File: config.mk
export PLATFORM = sky130hd
export DESIGN_NAME = zp_standby_ctrl
export DESIGN_NICKNAME = d
export VERILOG_FILES = /design/src/rtl/zp_pkg.sv /design/src/rtl/zp_change_detect.sv /design/src/rtl/zp_settle_timer.sv /design/src/rtl/zp_out_reg.sv /design/src/rtl/zp_standby_ctrl.sv
export SDC_FILE = /design/constraint.sdc
export NUM_CORES = 1
export LEC_CHECK = 0
export CAP_MARGIN = 20
export CORE_ASPECT_RATIO = 0.8
export CORE_MARGIN = 8
export CORE_UTILIZATION = 40
export CTS_BUF_LIST = sky130_fd_sc_hd__clkbuf_4
export CTS_CLUSTER_SIZE = 20
export DETAILED_ROUTE_END_ITERATION = 10
export GPL_TIMING_DRIVEN = 0
export PLACE_DENSITY = 0.77
export SLEW_MARGIN = 10
export SYNTH_ARGS = -nofsm -noshare
export SYNTH_HDL_FRONTEND = slang
export SYNTH_SLANG_ARGS = --single-unit
File: constraint.sdc
create_clock -name clk -period 1.45 [get_ports clk]
set_input_delay 0.29 -clock clk [delete_from_list [all_inputs] [get_ports clk]]
set_output_delay 0.29 -clock clk [all_outputs]
set_load 0.01 [all_outputs]
File: src/rtl/zp_pkg.sv
package zp_pkg;

    typedef enum logic [0:0] {
        ZP_STANDBY = 1'b0,
        ZP_ACTIVE  = 1'b1
    } zp_phase_e;

    function automatic int unsigned zp_cnt_width(input int unsigned n);
        return (n <= 1) ? 1 : $clog2(n);
    endfunction

endpackage

File: src/rtl/zp_change_detect.sv
module zp_change_detect #(
    parameter int unsigned IN_W = 16
) (
    input  logic            clk,
    input  logic            rst_n,
    input  logic            enable,
    input  logic [IN_W-1:0] watch_in,
    output logic            change_o
);

    typedef struct packed {
        logic [IN_W-1:0] prev;
    } det_state_t;

    det_state_t st_d, st_q;
    logic [IN_W-1:0] bit_diff;

    // Per-bit comparison against the copy taken on the previous clock.
    for (genvar g = 0; g < IN_W; g++) begin : g_lane
        assign bit_diff[g] = watch_in[g] ^ st_q.prev[g];
    end

    always_comb begin
        st_d      = st_q;
        // The copy tracks the bus even while disabled, so activity during
        // a deselect is forgotten once chip select returns.
        st_d.prev = watch_in;
    end

    always_ff @(posedge clk) begin
        if (!rst_n) begin
            st_q.prev <= watch_in;
        end else begin
            st_q <= st_d;
        end
    end

    assign change_o = enable & (|bit_diff);

    // A bus value differing from the previous cycle's is always reported.
    assert_change_seen_R2: assert property (@(posedge clk) disable iff (!rst_n)
        (enable && $past(rst_n) && (watch_in != $past(watch_in))) |-> change_o);

endmodule

File: src/rtl/zp_settle_timer.sv
module zp_settle_timer #(
    parameter int unsigned SETTLE_CYC = 4
) (
    input  logic clk,
    input  logic rst_n,
    input  logic clear,
    input  logic run,
    output logic done
);
    import zp_pkg::*;

    localparam int unsigned CNT_W = zp_cnt_width(SETTLE_CYC);
    localparam logic [CNT_W-1:0] LAST = CNT_W'(SETTLE_CYC - 1);

    typedef struct packed {
        logic [CNT_W-1:0] cnt;
    } tmr_state_t;

    tmr_state_t st_d, st_q;

    always_comb begin
        st_d = st_q;
        if (clear) begin
            st_d.cnt = '0;
        end else if (run && (st_q.cnt != LAST)) begin
            st_d.cnt = st_q.cnt + 1'b1;
        end
    end

    always_ff @(posedge clk) begin
        if (!rst_n) begin
            st_q.cnt <= '0;
        end else begin
            st_q <= st_d;
        end
    end

    assign done = run & ~clear & (st_q.cnt == LAST);

    assert_count_in_range_R3: assert property (@(posedge clk) disable iff (!rst_n)
        st_q.cnt <= LAST);

    assert_clear_restarts_R6: assert property (@(posedge clk) disable iff (!rst_n)
        clear |=> (st_q.cnt == '0));

endmodule

File: src/rtl/zp_out_reg.sv
module zp_out_reg #(
    parameter int unsigned DATA_W = 8
) (
    input  logic              clk,
    input  logic              rst_n,
    input  logic              load,
    input  logic [DATA_W-1:0] d,
    output logic [DATA_W-1:0] q
);

    typedef struct packed {
        logic [DATA_W-1:0] val;
    } out_state_t;

    out_state_t st_d, st_q;

    always_comb begin
        st_d = st_q;
        if (load) begin
            st_d.val = d;
        end
    end

    always_ff @(posedge clk) begin
        if (!rst_n) begin
            st_q.val <= '0;
        end else begin
            st_q <= st_d;
        end
    end

    assign q = st_q.val;

    assert_hold_without_load_R8: assert property (@(posedge clk) disable iff (!rst_n)
        !load |=> $stable(q));

endmodule

File: src/rtl/zp_standby_ctrl.sv
module zp_standby_ctrl #(
    parameter int unsigned IN_W       = 16,
    parameter int unsigned DATA_W     = 8,
    parameter int unsigned SETTLE_CYC = 4
) (
    input  logic              clk,
    input  logic              rst_n,
    input  logic              chip_sel,
    input  logic [IN_W-1:0]   watch_in,
    input  logic [DATA_W-1:0] arr_data,
    output logic              pwr_en,
    output logic              busy,
    output logic [DATA_W-1:0] data_out
);
    import zp_pkg::*;

    typedef struct packed {
        zp_phase_e phase;
    } ctl_state_t;

    ctl_state_t st_d, st_q;

    logic in_change;
    logic tmr_clear;
    logic tmr_done;
    logic cap_load;
    logic active;

    assign active = (st_q.phase == ZP_ACTIVE);

    zp_change_detect #(.IN_W(IN_W)) u_detect (
        .clk      (clk),
        .rst_n    (rst_n),
        .enable   (chip_sel),
        .watch_in (watch_in),
        .change_o (in_change)
    );

    // Counter restarts on a new wake-up, on a change during settle,
    // and is held at zero whenever the array is off.
    assign tmr_clear = in_change | ~active;

    zp_settle_timer #(.SETTLE_CYC(SETTLE_CYC)) u_timer (
        .clk   (clk),
        .rst_n (rst_n),
        .clear (tmr_clear),
        .run   (active),
        .done  (tmr_done)
    );

    always_comb begin
        st_d     = st_q;
        cap_load = 1'b0;
        unique case (st_q.phase)
            ZP_STANDBY: begin
                if (in_change) begin
                    st_d.phase = ZP_ACTIVE;
                end
            end
            ZP_ACTIVE: begin
                if (!chip_sel) begin
                    st_d.phase = ZP_STANDBY;
                end else if (tmr_done) begin
                    cap_load   = 1'b1;
                    st_d.phase = ZP_STANDBY;
                end
            end
            default: st_d.phase = ZP_STANDBY;
        endcase
    end

    always_ff @(posedge clk) begin
        if (!rst_n) begin
            st_q.phase <= ZP_STANDBY;
        end else begin
            st_q <= st_d;
        end
    end

    zp_out_reg #(.DATA_W(DATA_W)) u_out (
        .clk   (clk),
        .rst_n (rst_n),
        .load  (cap_load),
        .d     (arr_data),
        .q     (data_out)
    );

    assign pwr_en = active;
    assign busy   = active | in_change;

    assert_deselect_sleeps_R5: assert property (@(posedge clk) disable iff (!rst_n)
        !chip_sel |=> !pwr_en);

    assert_wake_on_change_R2: assert property (@(posedge clk) disable iff (!rst_n)
        (in_change && !pwr_en) |=> pwr_en);

    assert_capture_ends_wake_R3: assert property (@(posedge clk) disable iff (!rst_n)
        cap_load |=> !pwr_en);

    assert_busy_covers_power_R7: assert property (@(posedge clk) disable iff (!rst_n)
        $rose(pwr_en) |-> $past(busy));

    assert_quiet_stays_off_R4: assert property (@(posedge clk) disable iff (!rst_n)
        (!pwr_en && !in_change) |=> !pwr_en);

endmodule

# Yosys cells after proc, flatten, opt, wreduce, memory -nomap -nowiden
# Cells that the tools add are included.
# op_classes
n_addsub	1
eq_ne	2
mux	7
bitwise	24
reduce_logical	3
# op_table
operator	n
$reduce_or A16 Y1	1
$xor A1 B1 Y1	16
$mux W1	6
$and A1 B1 Y1	3
$not A1 Y1	3
$add A2 B1 Y2 const B	1
$eq A2 B2 Y1 const B	1
$ne A2 B2 Y1 const B	1
$or A1 B1 Y1	2
$pmux W1 S2	1
$reduce_or A2 Y1	1
$logic_and A1 B1 Y1	1
# word_totals
ff_bits	27
in_bits	27
output_inout_bits	10
word_cells	41

# Longest topological paths before layout
# Gate-level depths: netlist of the first run.
# logic_depth
word_depth	10
mapped_depth	5
depth_no_buf	5

# Hierarchy
# Synthesis of the first run repeated with hierarchy kept, for this count alone.
# hier_totals
cells_unflattened	80
area_unflattened_um2	964.7
# by_module_without_submodules
mod	n_inst	cells_each	area_per_inst_um2	seq_area_each_um2
zp_change_detect	1	37	496.7	320.3
zp_out_reg	1	25	301.5	160.2
zp_settle_timer	1	11	106.4	40.0
zp_standby_ctrl	1	7	60.1	20.0

# Least setup slack after synthesis of the first run
# OpenSTA, ideal clock, no wires.
# synth_path
kind	register to output
startpoint	register u_detect.st_q[15] (netlist name)
endpoint	output busy
arrival_ps	1249
t_required_ps	1160
slack_ps	-89
path_stages_with_launch	5
n_path_buf	0
path_cell_list	dfxtp_1 xor2_1 nor4_1 nand4_2 a21o_1
# synth_via
elab_chain_cells	4
# synth_rtl
element	line	source
from (decl)	zp_change_detect.sv:15	det_state_t st_d, st_q;
from (signal assigned)	zp_change_detect.sv:34	st_q <= st_d;
$xor A1 B1 Y1	zp_change_detect.sv:20	assign bit_diff[g] = watch_in[g] ^ st_q.prev[g];
$reduce_or A16 Y1	zp_change_detect.sv:38	assign change_o = enable & (|bit_diff);
$and A1 B1 Y1	zp_change_detect.sv:38	
$or A1 B1 Y1	zp_standby_ctrl.sv:89	assign busy = active | in_change;
to (decl)	zp_standby_ctrl.sv:12	output logic busy,
# No other way between the ends.

# Worst setup path after layout of the first run
# layout_path
startpoint	input watch_in[6]
endpoint	output busy
# layout_via
elab_chain_cells	4
# layout_rtl
element	line	source
from (decl)	zp_standby_ctrl.sv:9	input logic [IN_W-1:0] watch_in,
$xor A1 B1 Y1	zp_change_detect.sv:20	
$reduce_or A16 Y1	zp_change_detect.sv:38	
$and A1 B1 Y1	zp_change_detect.sv:38	
$or A1 B1 Y1	zp_standby_ctrl.sv:89	
# No other way between the ends.

==> results.sh, run 1 <==
export IMPL_power_frac_seq=0.624
export IMPL_synth_area_um2=970.9
export IMPL_violations="negative setup slack"
export IMPL_drive_above_1_share=0.1260
export IMPL_viasPerCell=4.604
export IMPL_clk_latency_ns=0.32
export IMPL_end_kind="output pin"
export IMPL_worst_r2r_cell_count=7
export IMPL_layout_common_cells="25 x dfxtp_1, 18 x clkdlybuf4s50_1, 17 x nand2_1, 15 x xor2_1, 13 x dlygate4sd2_1"
export IMPL_worst_r2r_setup_slack_ns=-0.29
export IMPL_pre_cts_slack_ns=-1.142
export IMPL_drtAntennaViolNets=0
export IMPL_p_int_mw=0.9618
export IMPL_cts_tree="built"
export IMPL_whs_path_depth=1
export IMPL_cp_start_kind="input pin"
export IMPL_antenna_found_initial=0
export IMPL_min_period_ns=1.919
export IMPL_wl_per_cell_um=12.74
export IMPL_grt_pass1_wl_um=3105
export IMPL_power_density_mw_per_mm2=877.0
export IMPL_drt_pass1_iterations=4
export IMPL_synth_seq_cells=27
export IMPL_critPathMaxFanout=2
export IMPL_hold_viol=0
export IMPL_netlist_area_leader_share=0.5567
export IMPL_power_switching_mw=0.2880
export IMPL_core_rowCount=16
export IMPL_crit_chain="clkdlybuf4s50_1 -> xor2_1 -> nor4_2 -> nand4_2 -> a21o_1 -> buf_2"
export IMPL_layout_area_overhead_vs_synth_pct=46.78
export IMPL_postSynthAreaPerCell_um2=11.29
export IMPL_detailroute_via_count=709
export IMPL_required_ns=1.16
export IMPL_synth_nets=114
export IMPL_ctsHoldBuffers=0
export IMPL_p_leak_nw=0.6566
export IMPL_ys_warn_count=0
export IMPL_ir_drop_uv=811.6
export IMPL_relSlewSlack=0.7294
export IMPL_holdCritPathClass="input pin to flip-flop"
export IMPL_htree_num_levels=1
export IMPL_grt_pass1_vias=706
export IMPL_die_area_mm2=0.004270
export IMPL_grt_overflow=0
export IMPL_groute_usage_overall=0.09253
export IMPL_hold_slack_ns=0.1257
export IMPL_path_clk_slew_ns=0.13
export IMPL_worstMarginPinSlew_ns=0.4059
export IMPL_core_area_mm2=0.002382
export IMPL_cts_buffers=3
export IMPL_die_w_um=71.09
export IMPL_period_share=1.324
export IMPL_synth_top_area_cell="dfxtp_1"
export IMPL_clock_path_buffers=2
export IMPL_netlist_instances=86
export IMPL_remaining_drc_errors=0
export IMPL_rsz0062_at_grt="yes"
export IMPL_antenna_diode_count=0
export IMPL_finalSetupViolations=12
export IMPL_fp_dieH_um=60.07
export IMPL_drtIter0Drc=36
export IMPL_synth_area_leaders="dfxtp_1 56%, xor2_1 14%, mux2i_1 9.3%, nand2_1 6.6%, nor2_8 2.1%"
export IMPL_worstSetupPathType="input pin to output pin"
export IMPL_worstPathArrival_ns=1.63
export IMPL_reg2reg_to="u_out.q[0]$_SDFFE_PN0P_"
export IMPL_outcome="finished, violations left"
export IMPL_comb_power_share=0.123
export IMPL_switching_share=0.2304
export IMPL_fin_util=0.5982
export IMPL_r2r_start="u_detect.st_q[15]$_DFF_P_"
export IMPL_synthDistinctLibCells=17
export IMPL_grt_max_degree=16
export IMPL_top_level_ports=37
export IMPL_cts_sinks=27
export IMPL_start_util=0.4076
export IMPL_cap_violations=0
export IMPL_finClkSkew_ns=0.01280
export IMPL_cp_slowest_cell="clkdlybuf4s50_1"
export IMPL_cpPeakStageDelay_ns=0.43
export IMPL_min_to="u_detect.st_q[12]$_DFF_P_"
export IMPL_wl_um=1962
export IMPL_place_congestion=0.6408
export IMPL_min_from="watch_in[12]"
export IMPL_port_buffers=35
export IMPL_power_mw=1.250
export IMPL_power_frac_clock=0.253
export IMPL_cts_root_buf="clkbuf_4"
export IMPL_hpwlAfterDp_um=1536
export IMPL_slew_violations=0
export IMPL_fin_ws_ns=-0.4694
export IMPL_fmax_mhz=521.0
export IMPL_nets=156
export IMPL_layout_commonest_cell="dfxtp_1"
export IMPL_ys_seq_area_frac=0.5567
metal layers:
layer,vias to the layer above,part of all wire,wire (µm),GRT usage
li1,365,-,-,-
met4,0,0.014,27,0.03540
met3,2,0.050,99,0.03518
met5,-,0,0,0
met2,13,0.54,1062,0.1739
met1,329,0.39,773,0.09117
sequential cells by signal, indices dropped and copies added, names as in the netlist:
register       count
pwr_en             1
u_detect.st_q     16
u_out.q            8
u_timer.st_q       2
cells in the mapped netlist, drive strengths merged:
master   n
dfxtp   27
nand2   17
xor2    16
mux2i    9
nor4     4
nor2     3
a21o     2
buf      1
clkbuf   1
ha       1
nand3    1
nand4    1
nor2b    1
o211a    1
xnor2    1
power groups by stage:
stage          clock network [mW]  registers [mW]  logic (mW)
4_1_cts                     0.332           0.780       0.149
2_1_floorplan                   0           0.795      0.0547
5_1_grt                     0.362           0.784       0.168
3_3_place_gp                    0           0.795       0.144
6_report                    0.316           0.780       0.154
3_5_place_dp                    0           0.795       0.148
per-stage QoR:
step                      cell area, µm²  setup TNS, ns  instances
after global placement              1355         -7.941        148
after detailed placement            1355         -8.287        148
after floorplan                    970.9       -0.06286         86
final                               1425         -3.191        154
after global routing                1425         -4.526        154
after CTS                           1389         -2.631        153
cell families (layout without fill, tap and decap cells):
logic type | Yosys count | count (layout) | share of synthesized area
flip-flops | 27 | 27 | 0.5567
AND/OR/NAND/NOR | 27 | 27 | 0.1508
XOR/XNOR | 17 | 17 | 0.1533
multiplexers | 9 | 9 | 0.09279
AO/OA/AOI/OAI | 3 | 3 | 0.02577
buffers and inverters | 2 | 43 | 0.007725
adder cells (fa/ha/maj) | 1 | 1 | 0.01288
worst max-delay path by stage:
stage                                    startpoint    to  slack (ns)
after floorplan                         watch_in[9]  busy       -0.06
after global routing      u_detect.st_q[15]$_DFF_P_  busy       -0.59
after global placement                 watch_in[15]  busy       -1.13
after detailed placement               watch_in[15]  busy       -1.14
final                                   watch_in[6]  busy       -0.47
after CTS                  u_detect.st_q[3]$_DFF_P_  busy       -0.53
critical path: cells and delay by family:
kind | cells | cell delay [ns]
buf+inv | 2 | 0.56
simple gates | 2 | 0.44
compound gates | 1 | 0.18
xor+xnor | 1 | 0.16
timing repair:
action	CTS	global route
cloned	0	0
setup buffers	1	1
resized for setup	21	7
pin swaps	5	5
setup endpoints to repair	21	13
final cells by class:
| class | count | area, µm² |
|---|---|---|
| Fill cell | 207 | 957.2 |
| Buffer | 2 | 7.507 |
| Clock inverter | 1 | 5.005 |
| Timing Repair Buffer | 37 | 355.3 |
| Sequential cell | 27 | 543.0 |
| Multi-Input combinational cell | 57 | 457.9 |
| Tap cell | 27 | 33.78 |
| Clock buffer | 3 | 22.52 |
Note: power is estimated with default switching activity, not from simulation.
==> run 2, diff against run 1 <==
SKIP_LAST_GASP = 1   (was default)
==> results of run 2 <==
No change in the layout: final DEF, timing and power equal those of run 1.
==> run 3, diff against run 2 <==
ABC_AREA = 1   (was default)
CORE_UTILIZATION = 44   (was 40)
PLACE_DENSITY = 0.78   (was 0.77)
==> results.sh, run 3 <==
export IMPL_cap_violations=0
export IMPL_grt_overflow=0
export IMPL_async_flop_share=0
export IMPL_netlist_area_leader_share=0.4286
export IMPL_worstPathArrival_ns=1.52
export IMPL_cts_sinks=27
export IMPL_cp_start_kind="flip-flop"
export IMPL_layout_common_cells="57 x nand2_1, 51 x inv_1, 30 x nor2_1, 25 x dlygate4sd2_1, 21 x dfxtp_1"
export IMPL_synth_area_leaders="dfxtp_1 43%, nand2_1 17%, inv_1 15%, nor2_1 9.2%, nand4_1 4.0%"
export IMPL_critPathMaxFanout=2
export IMPL_violations="negative setup slack"
export IMPL_synth_edf_count=0
export IMPL_drtAntennaViolNets=0
export IMPL_rsz0062_at_grt="yes"
export IMPL_largest_reg_flops=16
export IMPL_cp_slowest_cell="dfxtp_2"
export IMPL_worstSetupPathType="flip-flop to output pin"
export IMPL_finClkSkew_ns=0.006705
export IMPL_worstMarginPinSlew_ns=0.2770
export IMPL_remaining_drc_errors=0
export IMPL_regMostFlops="u_detect.st_q"
export IMPL_comb_power_share=0.141
export IMPL_drt_pass1_iterations=4
export IMPL_grt_pass1_wl_um=4077
export IMPL_slew_violations=0
export IMPL_clock_path_buffers=2
export IMPL_groute_usage_overall=0.1085
export IMPL_ys_flop_type="dfxtp_1"
export IMPL_cpPeakStageDelay_ns=0.36
export IMPL_p_int_mw=0.9669
export IMPL_port_buffers=35
export IMPL_core_rowCount=17
export IMPL_netlist_instances=192
export IMPL_wl_um=2481
export IMPL_grt_max_degree=16
export IMPL_power_frac_clock=0.253
export IMPL_hold_slack_ns=0.2074
export IMPL_worst_r2r_setup_slack_ns=-0.06
export IMPL_holdCritPathClass="input pin to flip-flop"
export IMPL_relSlewSlack=0.8142
export IMPL_synth_most_common_cell="nand2_1"
export IMPL_antenna_diode_count=0
export IMPL_cts_tree="built"
export IMPL_nets=262
export IMPL_pre_cts_slack_ns=-0.9264
export IMPL_layout_area_overhead_vs_synth_pct=33.93
export IMPL_grt_pass1_vias=959
export IMPL_start_util=0.4596
export IMPL_place_congestion=0.7507
export IMPL_min_period_ns=1.814
export IMPL_htree_num_levels=1
export IMPL_synth_common_cells="58 x nand2_1, 51 x inv_1, 31 x nor2_1"
export IMPL_top_level_ports=37
export IMPL_cts_root_buf="clkbuf_4"
export IMPL_die_w_um=75.86
export IMPL_power_density_mw_per_mm2=763.0
export IMPL_ys_warn_count=0
export IMPL_fin_util=0.6156
export IMPL_viasPerCell=4.092
export IMPL_synthDistinctLibCells=18
export IMPL_finalSetupViolations=9
export IMPL_detailroute_via_count=1109
export IMPL_core_area_mm2=0.002744
export IMPL_synth_seq_cells=27
export IMPL_required_ns=1.16
export IMPL_fmax_mhz=551.3
export IMPL_hold_viol=0
export IMPL_drive_above_1_share=0.1159
export IMPL_outcome="finished, violations left"
export IMPL_crit_chain="nand2_1 -> inv_1 -> nor2_1 -> nor2_1 -> nand2_1 -> nor2_2 -> nand2_2 -> nand2_4 -> buf_6 -> nand2_4 -> buf_6"
export IMPL_cts_buffers=3
export IMPL_end_kind="output pin"
export IMPL_power_switching_mw=0.3220
export IMPL_power_frac_seq=0.606
export IMPL_wl_per_cell_um=9.155
export IMPL_die_area_mm2=0.004846
export IMPL_hpwlAfterDp_um=1932
export IMPL_path_clk_slew_ns=0.14
export IMPL_fill_cells=282
export IMPL_power_mw=1.289
export IMPL_layout_commonest_cell="nand2_1"
export IMPL_synth_area_mm2=0.001261
export IMPL_fin_ws_ns=-0.3639
export IMPL_ir_drop_uv=554.0
export IMPL_drtIter0Drc=37
export IMPL_switching_share=0.2498
export IMPL_fp_dieH_um=63.89
export IMPL_synth_nets=220
export IMPL_period_share=1.251
export IMPL_ys_seq_area_frac=0.4286
export IMPL_postSynthAreaPerCell_um2=6.569
export IMPL_antenna_found_initial=0
export IMPL_ctsHoldBuffers=0
export IMPL_clk_latency_ns=0.33
export IMPL_p_leak_nw=0.9601
export IMPL_synth_top_area_cell="dfxtp_1"
[run 3: power by group through the flow]
| stage | Combinational, mW | Clock, mW | Sequential (mW) |
|---|---|---|---|
| 3_3_place_gp | 0.187 | 0 | 0.795 |
| 5_1_grt | 0.207 | 0.370 | 0.785 |
| 6_report | 0.181 | 0.326 | 0.781 |
| 4_1_cts | 0.177 | 0.348 | 0.780 |
| 3_5_place_dp | 0.191 | 0 | 0.796 |
| 2_1_floorplan | 0.0924 | 0 | 0.795 |
[run 3: logic make-up (layout without fill, tap and decap cells)]
family | count (synthesis) | in the layout | synth area share
compound gates | 1 | 1 | 0.006946
fa+ha+maj | 1 | 1 | 0.009919
simple gates | 107 | 107 | 0.3740
flops | 27 | 27 | 0.4286
buf+inv | 55 | 96 | 0.1736
xor+xnor | 1 | 1 | 0.006946
[run 3: through the flow]
| stage | cell area [µm²] | TNS, ns | std cells |
|---|---|---|---|
| 2_1_floorplan | 1261 | 0 | 192 |
| 3_3_place_gp | 1659 | -4.706 | 265 |
| 3_5_place_dp | 1659 | -4.885 | 265 |
| 4_1_cts | 1668 | -0.4863 | 271 |
| 5_1_grt | 1689 | -2.284 | 271 |
| 6_report | 1689 | -0.6464 | 271 |
[run 3: timing repair]
item / CTS / global route
buffers inserted: 2 / 2
gates resized for setup: 31 / 8
pin swaps: 2 / 6
endpoints found under the setup margin: 18 / 11
[run 3: routing by layer]
metal / up-vias / GRT usage / routed length (µm)
li1: 633 / - / -
met1: 447 / 0.1390 / 1159
met2: 24 / 0.1580 / 1116
met3: 5 / 0.03738 / 159
met4: 0 / 0.05024 / 46
met5: - / 0 / 0
[run 3: final timing paths]
kind | from | to | cells after the start
worst min-delay path | watch_in[0] | u_detect.st_q[0]$_DFF_P_ | 1
worst max register to register | u_detect.st_q[7]$_DFF_P_ | u_out.q[1]$_SDFFE_PN0P_ | 13
worst min register to register | u_timer.st_q[1]$_SDFFE_PP0P_ | u_timer.st_q[1]$_SDFFE_PP0P_ | 2
worst max-delay path | u_detect.st_q[7]$_DFF_P_ | busy | 11
[run 3: final cells by class]
type                       count  area (µm²)  share of cell area
sequential                    27       548.0              0.3244
multi-input combinational    110       511.7              0.3030
timing repair buffer          37       335.3              0.1985
inverter                      52       195.2              0.1156
tap                           38       47.55             0.02815
buffer                         3       23.77             0.01407
clock buffer                   3       22.52             0.01333
clock inverter                 1       5.005            0.002963
[run 3: worst max-delay path, delay by kind of cell (launching register included)]
kind                   cells  cell delay (ns)
flip-flops                 1             0.36
AND/OR/NAND/NOR            8             0.57
buffers and inverters      3             0.27
